## config.mk

```make
export PLATFORM = sky130hd
export DESIGN_NAME = cwf_line_reader
export DESIGN_NICKNAME = d
export VERILOG_FILES = /design/src/rtl/cwf_pkg.sv /design/src/rtl/cwf_init_timer.sv /design/src/rtl/cwf_line_store.sv /design/src/rtl/cwf_rd_fifo.sv /design/src/rtl/cwf_lat_pipe.sv /design/src/rtl/cwf_line_reader.sv
export SDC_FILE = /design/constraint.sdc
export NUM_CORES = 1
export LEC_CHECK = 0
export BUFFER_PORTS_ARGS = -buffer_cell sky130_fd_sc_hd__buf_2
export CAP_MARGIN = 25
export CORE_UTILIZATION = 40
export DETAILED_ROUTE_END_ITERATION = 7
export GPL_TIMING_DRIVEN = 0
export PLACE_DENSITY = 0.65
export SYNTH_ARGS = -nofsm -noshare
export SYNTH_HDL_FRONTEND = slang
export SYNTH_HIERARCHICAL = 1
export SYNTH_SLANG_ARGS = --single-unit
```

## constraint.sdc

```tcl
create_clock -name clk -period 3.7 [get_ports clk]
set_input_delay 0.37 -clock clk [delete_from_list [all_inputs] [get_ports clk]]
set_output_delay 0.37 -clock clk [all_outputs]
set_load 0.03 [all_outputs]
```

## src/rtl/cwf_pkg.sv

```systemverilog
package cwf_pkg;
   localparam int DATA_W     = 32;
   localparam int LINE_WORDS = 8;
   localparam int IDX_W      = $clog2(LINE_WORDS);
   localparam int ADDR_LSB   = 2;
   localparam logic [3:0] SIZE_LINE = 4'h2;
   localparam logic [DATA_W-1:0] FILL_BASE = 32'h5A00_0000;
   localparam logic [DATA_W-1:0] FILL_STEP = 32'h0001_0001;

   typedef struct packed {
      logic [IDX_W-1:0]  idx;
      logic [DATA_W-1:0] data;
   } beat_t;
endpackage

```

## src/rtl/cwf_init_timer.sv

```systemverilog
module cwf_init_timer #(
   parameter int INIT_CYCLES = 16
) (
   input  logic clk,
   input  logic rst_n,
   output logic done
);
   localparam int CW = $clog2(INIT_CYCLES + 1);
   localparam logic [CW-1:0] LIMIT = CW'(INIT_CYCLES);

   if (INIT_CYCLES < 1) begin : g_bad_init
      $error("INIT_CYCLES must be at least 1");
   end

   logic [CW-1:0] cnt;

   always_ff @(posedge clk) begin
      if (!rst_n)
         cnt <= '0;
      else if (cnt != LIMIT)
         cnt <= cnt + 1'b1;
   end

   assign done = (cnt == LIMIT);
endmodule

```

## src/rtl/cwf_line_store.sv

```systemverilog
module cwf_line_store
   import cwf_pkg::*;
#(
   parameter int MEM_WORDS = 64
) (
   input  logic [$clog2(MEM_WORDS)-1:0] rd_addr,
   output logic [DATA_W-1:0]            rd_data
);
   logic [DATA_W-1:0] mem [MEM_WORDS];

   for (genvar i = 0; i < MEM_WORDS; i++) begin : g_fill
      assign mem[i] = FILL_BASE + DATA_W'(i) * FILL_STEP;
   end

   assign rd_data = mem[rd_addr];
endmodule

```

## src/rtl/cwf_rd_fifo.sv

```systemverilog
module cwf_rd_fifo
   import cwf_pkg::*;
#(
   parameter int DEPTH = 16
) (
   input  logic                      clk,
   input  logic                      rst_n,
   input  logic                      flush,
   input  logic                      push,
   input  beat_t                     push_beat,
   input  logic                      pop,
   output beat_t                     head,
   output logic                      empty,
   output logic [$clog2(DEPTH):0]    count
);
   localparam int AW = $clog2(DEPTH);

   if ((1 << AW) != DEPTH) begin : g_bad_depth
      $error("FIFO depth must be a power of two");
   end

   beat_t          q [DEPTH];
   logic [AW-1:0]  wr_ptr, rd_ptr;

   always_ff @(posedge clk) begin
      if (!rst_n || flush) begin
         wr_ptr <= '0;
         rd_ptr <= '0;
         count  <= '0;
      end else begin
         if (push) begin
            q[wr_ptr] <= push_beat;
            wr_ptr    <= wr_ptr + 1'b1;
         end
         if (pop)
            rd_ptr <= rd_ptr + 1'b1;
         count <= count + (push ? 1'b1 : 1'b0) - (pop ? 1'b1 : 1'b0);
      end
   end

   assign head  = q[rd_ptr];
   assign empty = (count == '0);
endmodule

```

## src/rtl/cwf_lat_pipe.sv

```systemverilog
module cwf_lat_pipe
   import cwf_pkg::*;
#(
   parameter int MAX_LAT = 2
) (
   input  logic        clk,
   input  logic        rst_n,
   input  logic        flush,
   input  logic [1:0]  latency,
   input  logic        pop,
   input  beat_t       head,
   output logic        out_valid,
   output beat_t       out_beat
);
   if (MAX_LAT < 1 || MAX_LAT > 3) begin : g_bad_lat
      $error("MAX_LAT must lie in 1..3");
   end

   logic [MAX_LAT:1] sv;
   beat_t            sb [1:MAX_LAT];
   logic [1:0]       sel;

   always_ff @(posedge clk) begin
      if (!rst_n || flush) begin
         sv <= '0;
      end else begin
         for (int s = 1; s <= MAX_LAT; s++) begin
            if (s == 1) begin
               sv[s] <= pop;
               sb[s] <= head;
            end else begin
               sv[s] <= sv[s-1];
               sb[s] <= sb[s-1];
            end
         end
      end
   end

   assign sel = (32'(latency) > MAX_LAT) ? 2'(MAX_LAT) : latency;

   always_comb begin
      out_valid = 1'b0;
      out_beat  = '0;
      if (sel == 2'd0) begin
         out_valid = pop;
         out_beat  = head;
      end else begin
         for (int s = 1; s <= MAX_LAT; s++) begin
            if (32'(sel) == s) begin
               out_valid = sv[s];
               out_beat  = sb[s];
            end
         end
      end
      if (!out_valid)
         out_beat = '0;
   end
endmodule

```

## src/rtl/cwf_line_reader.sv

```systemverilog
module cwf_line_reader
   import cwf_pkg::*;
#(
   parameter int FIFO_DEPTH  = 16,
   parameter int MEM_WORDS   = 64,
   parameter int INIT_CYCLES = 16,
   parameter int MAX_LAT     = 2
) (
   input  logic        clk,
   input  logic        rst_n,
   input  logic        req_valid,
   input  logic [31:0] req_addr,
   input  logic        req_rnw,
   input  logic [3:0]  req_size,
   output logic        req_ack,
   output logic        init_done,
   output logic        rf_empty,
   input  logic        rf_pop,
   input  logic        rf_flush,
   input  logic [1:0]  rf_latency,
   output logic [31:0] rf_data,
   output logic [3:0]  rf_word_idx
);
   localparam int MEM_AW = $clog2(MEM_WORDS);
   localparam int LSEL_W = MEM_AW - IDX_W;
   localparam int CNT_W  = $clog2(FIFO_DEPTH) + 1;
   localparam logic [CNT_W-1:0] ROOM_LIMIT = CNT_W'(FIFO_DEPTH - LINE_WORDS);

   if (FIFO_DEPTH < LINE_WORDS) begin : g_bad_fifo
      $error("FIFO must hold at least one line");
   end
   if (MEM_WORDS < 2 * LINE_WORDS || (1 << MEM_AW) != MEM_WORDS) begin : g_bad_mem
      $error("MEM_WORDS must be a power of two of at least two lines");
   end
   if (ADDR_LSB + MEM_AW > 32) begin : g_bad_addr
      $error("backing array exceeds the address range");
   end

   logic              busy;
   logic [IDX_W-1:0]  beat_cnt, cur_idx;
   logic [LSEL_W-1:0] line_sel;
   logic [CNT_W-1:0]  fifo_count;
   logic [DATA_W-1:0] store_data;
   logic              push, pop_eff, line_req, out_valid;
   beat_t             push_beat, head, out_beat;
   logic              addr_unused;

   assign addr_unused = ^{req_addr[31:ADDR_LSB+MEM_AW], req_addr[ADDR_LSB-1:0]};

   cwf_init_timer #(.INIT_CYCLES(INIT_CYCLES)) u_init (
      .clk(clk), .rst_n(rst_n), .done(init_done)
   );

   assign line_req = req_valid && req_rnw && (req_size == SIZE_LINE);
   assign req_ack  = line_req && init_done && !busy && !rf_flush &&
                     (fifo_count <= ROOM_LIMIT);

   always_ff @(posedge clk) begin
      if (!rst_n || rf_flush) begin
         busy     <= 1'b0;
         beat_cnt <= '0;
         cur_idx  <= '0;
         line_sel <= '0;
      end else if (req_ack) begin
         busy     <= 1'b1;
         beat_cnt <= '0;
         cur_idx  <= req_addr[ADDR_LSB +: IDX_W];
         line_sel <= req_addr[ADDR_LSB+IDX_W +: LSEL_W];
      end else if (busy) begin
         cur_idx  <= cur_idx + 1'b1;
         beat_cnt <= beat_cnt + 1'b1;
         if (beat_cnt == IDX_W'(LINE_WORDS - 1))
            busy <= 1'b0;
      end
   end

   cwf_line_store #(.MEM_WORDS(MEM_WORDS)) u_store (
      .rd_addr({line_sel, cur_idx}), .rd_data(store_data)
   );

   assign push      = busy && !rf_flush;
   assign push_beat = '{idx: cur_idx, data: store_data};
   assign pop_eff   = rf_pop && !rf_empty && !rf_flush;

   cwf_rd_fifo #(.DEPTH(FIFO_DEPTH)) u_fifo (
      .clk(clk), .rst_n(rst_n), .flush(rf_flush),
      .push(push), .push_beat(push_beat), .pop(pop_eff),
      .head(head), .empty(rf_empty), .count(fifo_count)
   );

   cwf_lat_pipe #(.MAX_LAT(MAX_LAT)) u_pipe (
      .clk(clk), .rst_n(rst_n), .flush(rf_flush), .latency(rf_latency),
      .pop(pop_eff), .head(head), .out_valid(out_valid), .out_beat(out_beat)
   );

   assign rf_data     = out_beat.data;
   assign rf_word_idx = out_valid ? {1'b0, out_beat.idx} : 4'h0;
endmodule

```

==> results.md <==
- Run status: complete, no violations
- Cell Area, Placed: 28500 um2
- GRT Overall Usage: 0.176
- Worst Path Max Fanout: 10
- Worst-Margin Slew: 0.963 ns
- Vias: 12600
- Worst hold path class: input port to flop
- Worst Path Class, Setup: flop to output pin
- Root Driver: clkbuf_16
- Placement row count: 93
- DRC Markers: 0
- CP Capture Type: output pin
- RSZ-0062 raised after global routing: no
- CTS Buffer Depth: 3
- Slew Limit Fails: 0
- Synth Register Bits: 664
- Io pins: 83
- Leakage: 10.6 nW
- Setup violators final: 0
- Routed len/inst: 24.6 um
- Ys async rst share: 0
- Cell count after placement: 2227
- First-pass GRT wire length: 85400 um
- Setup crit start kind: flop
- Crit path max-delay cell type: mux4_1
- Register area: 19600 um2
- Buffers on Ports: 53
- Post-route insts no fill: 2344
- PnR Total Power: 15.4 mW
- Post-DP HPWL: 36000 um
- Post-route clock period utilization: 0.961
- Post-synth EDFFs: 630
- Area growth syn-to-layout: 16.9%
- Reg clk slew, reported paths: 0.06 ns
- Pin count of the biggest net entering global routing: 33
- Filler cells: 5180
- Layout net count: 1506
- CP max stage delay: 0.57 ns
- Vias/cell: 5.39
- Die area: 67000 um2
- Max-cap check violation count: 0
- Critical Path AT: 3.18 ns
- DRT antenna net count: 0
- Worst endpoint required time: 3.33 ns
- Tmin final: 3.55 ns
- Share of layout cells above drive strength 1: 0.273
- Number of global-route vias before repair: 13100
- CTS tree: yes
- Total CTS buffers: 68
- Most frequent CP cell: buf_12
- Drt total wl: 57700 um
- Slew Limit Headroom: 0.357
- Final Hold Viols: 0
- YS warnings: 6
- Hold_buf cts: 0
- Initial antenna violation count: 1
- Sequential area share after synthesis: 0.743
- Die W: 259 um
- Synth Area per Inst: 20.7 um2
- H-Tree Depth: 3
- Initial drt markers: 1200
- Dominant synthesized flop cell: edfxtp_1
- Multi-input logic area: 6200 um2
- Fmax: 281 MHz
- Fin Hold WS: 0.0457 ns
- Routability cong.: 0.717
- Crit path cell chain: buf_6, buf_12, buf_12, mux4_1, a22oi_1, nand2_1, mux2_2, mux2i_4, nor2_1, and2_1, buf_2
- Sink Count: 664
- Remaining global-route overflow: 0
- Cells after Synth: 1274
- Cell area after synthesis: 26400 um2
- Power per cell area: 499 nW/um2
- Worst vdd ir: 0.000309 V
- Clk_skew: 0.0265 ns
- Die height: 259 um
- Core area: 64800 um2
- Yosys cell types: 48
- Ant. Diodes: 0
- Final instance area: 30800 um2
- Starting density of the core: 0.407
- Clock Latency Late Sink: 0.60 ns
- DR pass1 iterations: 5
## power breakdown
group | total [mW] | leakage [nW] | switching (mW) | internal, mW
Combinational | 0.397 | 3.11 | 0.230 | 0.167
Clock | 6.77 | 1.06 | 2.70 | 4.07
Sequential | 8.22 | 6.38 | 0.0173 | 8.20
Total | 15.4 | 10.6 | 2.95 | 12.4
## cell usage after synthesis (all sizes together), types with 2 or more instances
cell type,count,area (um2)
mux2,37,420
mux4,140,3370
nor3b,2,15.0
o21ai,3,15.0
nor2,65,244
nor3,3,15.0
buf,75,672
inv,11,41.3
dfxtp,34,681
edfxtp,630,18900
mux2i,49,503
xor2,6,52.6
clkbuf,23,86.3
and4,3,27.5
nand3,2,10.0
or3,2,12.5
ha,16,200
nand2b,4,25.0
a22oi,70,526
xnor2,6,52.6
nor4b,3,47.5
nor2b,7,43.8
conb,3,11.3
and2,9,56.3
nand2,56,210
nand4,2,12.5
a21oi,4,20.0
## layer usage
metal / part of all wire / global-route usage / wire length, um
met3: 0.057 / 0.0283 / 3300
met1: 0.41 / 0.227 / 23500
met5: 0.00033 / 0 / 19
met2: 0.51 / 0.302 / 29500
met4: 0.023 / 0.0615 / 1340
## state kept, by name, summed over array words and instances (netlist names), named ones only
signal and cells:
beat_cnt 3, busy 1, cur_idx 3, line_sel 3, u_fifo/count 5, u_fifo/q 560, u_fifo/rd_ptr 4, u_fifo/wr_ptr 4
u_init/cnt 5, u_pipe/sb 70, u_pipe/sv 2
## worst max-delay path: cells and delay by family (launching register included)
kind,cells,cell delay (ns)
AOI/OAI and AO/OA,1,0.15
DFF,1,0.34
and+or+nand+nor,3,0.33
muxes,3,1.07
buffers and inverters,4,0.69
## per-stage QoR
step,worst slack (ns),TNS (ns),utilization
after global placement,-1.49,-786.86,0.429
after detailed placement,0.126,0,0.440
after CTS,0.0135,0,0.475
after floorplan,0.0215,0,-
final,0.145,0,0.476
after global routing,0.000854,0,0.476
## cell type report
class	count	area share
buffer	97	0.0256
sequential	664	0.635
timing repair buffer	84	0.0313
clock buffer	87	0.0599
inverter	11	0.00134
clock inverter	27	0.0108
multi-input combinational	519	0.201
tap	855	0.0347
## logic make-up after synthesis
logic type / synth area share
flops: 0.743
mux: 0.163
simple gates: 0.0287
buf+inv: 0.0303
compound gates: 0.0224
fa+ha+maj: 0.00835
xor+xnor: 0.00398
other cells: 0.000427
## worst paths after layout
path | startpoint | endpoint | slack, ns | cells after the start
min reg2reg | u_pipe/sb[1][19] | u_pipe/sb[2][19] | 0.44 | 0
max | flop | rf_word_idx[2] | 0.15 | 11
max reg2reg | u_fifo/count[2] | u_fifo/count[4] | 0.85 | 12
min | req_addr[2] | cur_idx[0] | 0.05 | 3
## cells in the final DEF, fill, tap and decap left out, types with 16 or more instances in the layout
cell       count
mux2i_1       47
edfxtp_1     630
ha_1          16
mux4_1        57
buf_4         42
mux2_2        36
clkbuf_16     71
a22oi_1       68
buf_12        23
nand2_1       55
clkbuf_1      24
mux4_2        83
conb_1        21
nor2_1        48
nor2_4        16
dfxtp_1       34
buf_2         69
buf_16        16
## repair_timing
| action | in CTS | in global routing |
|---|---|---|
| setup endpoints to repair | 35 | 15 |
| resized for setup | 18 | 14 |
| cloned | 0 | 0 |
| setup buffers | 4 | 0 |
No activity file was read; power rests on OpenSTA's default activity.
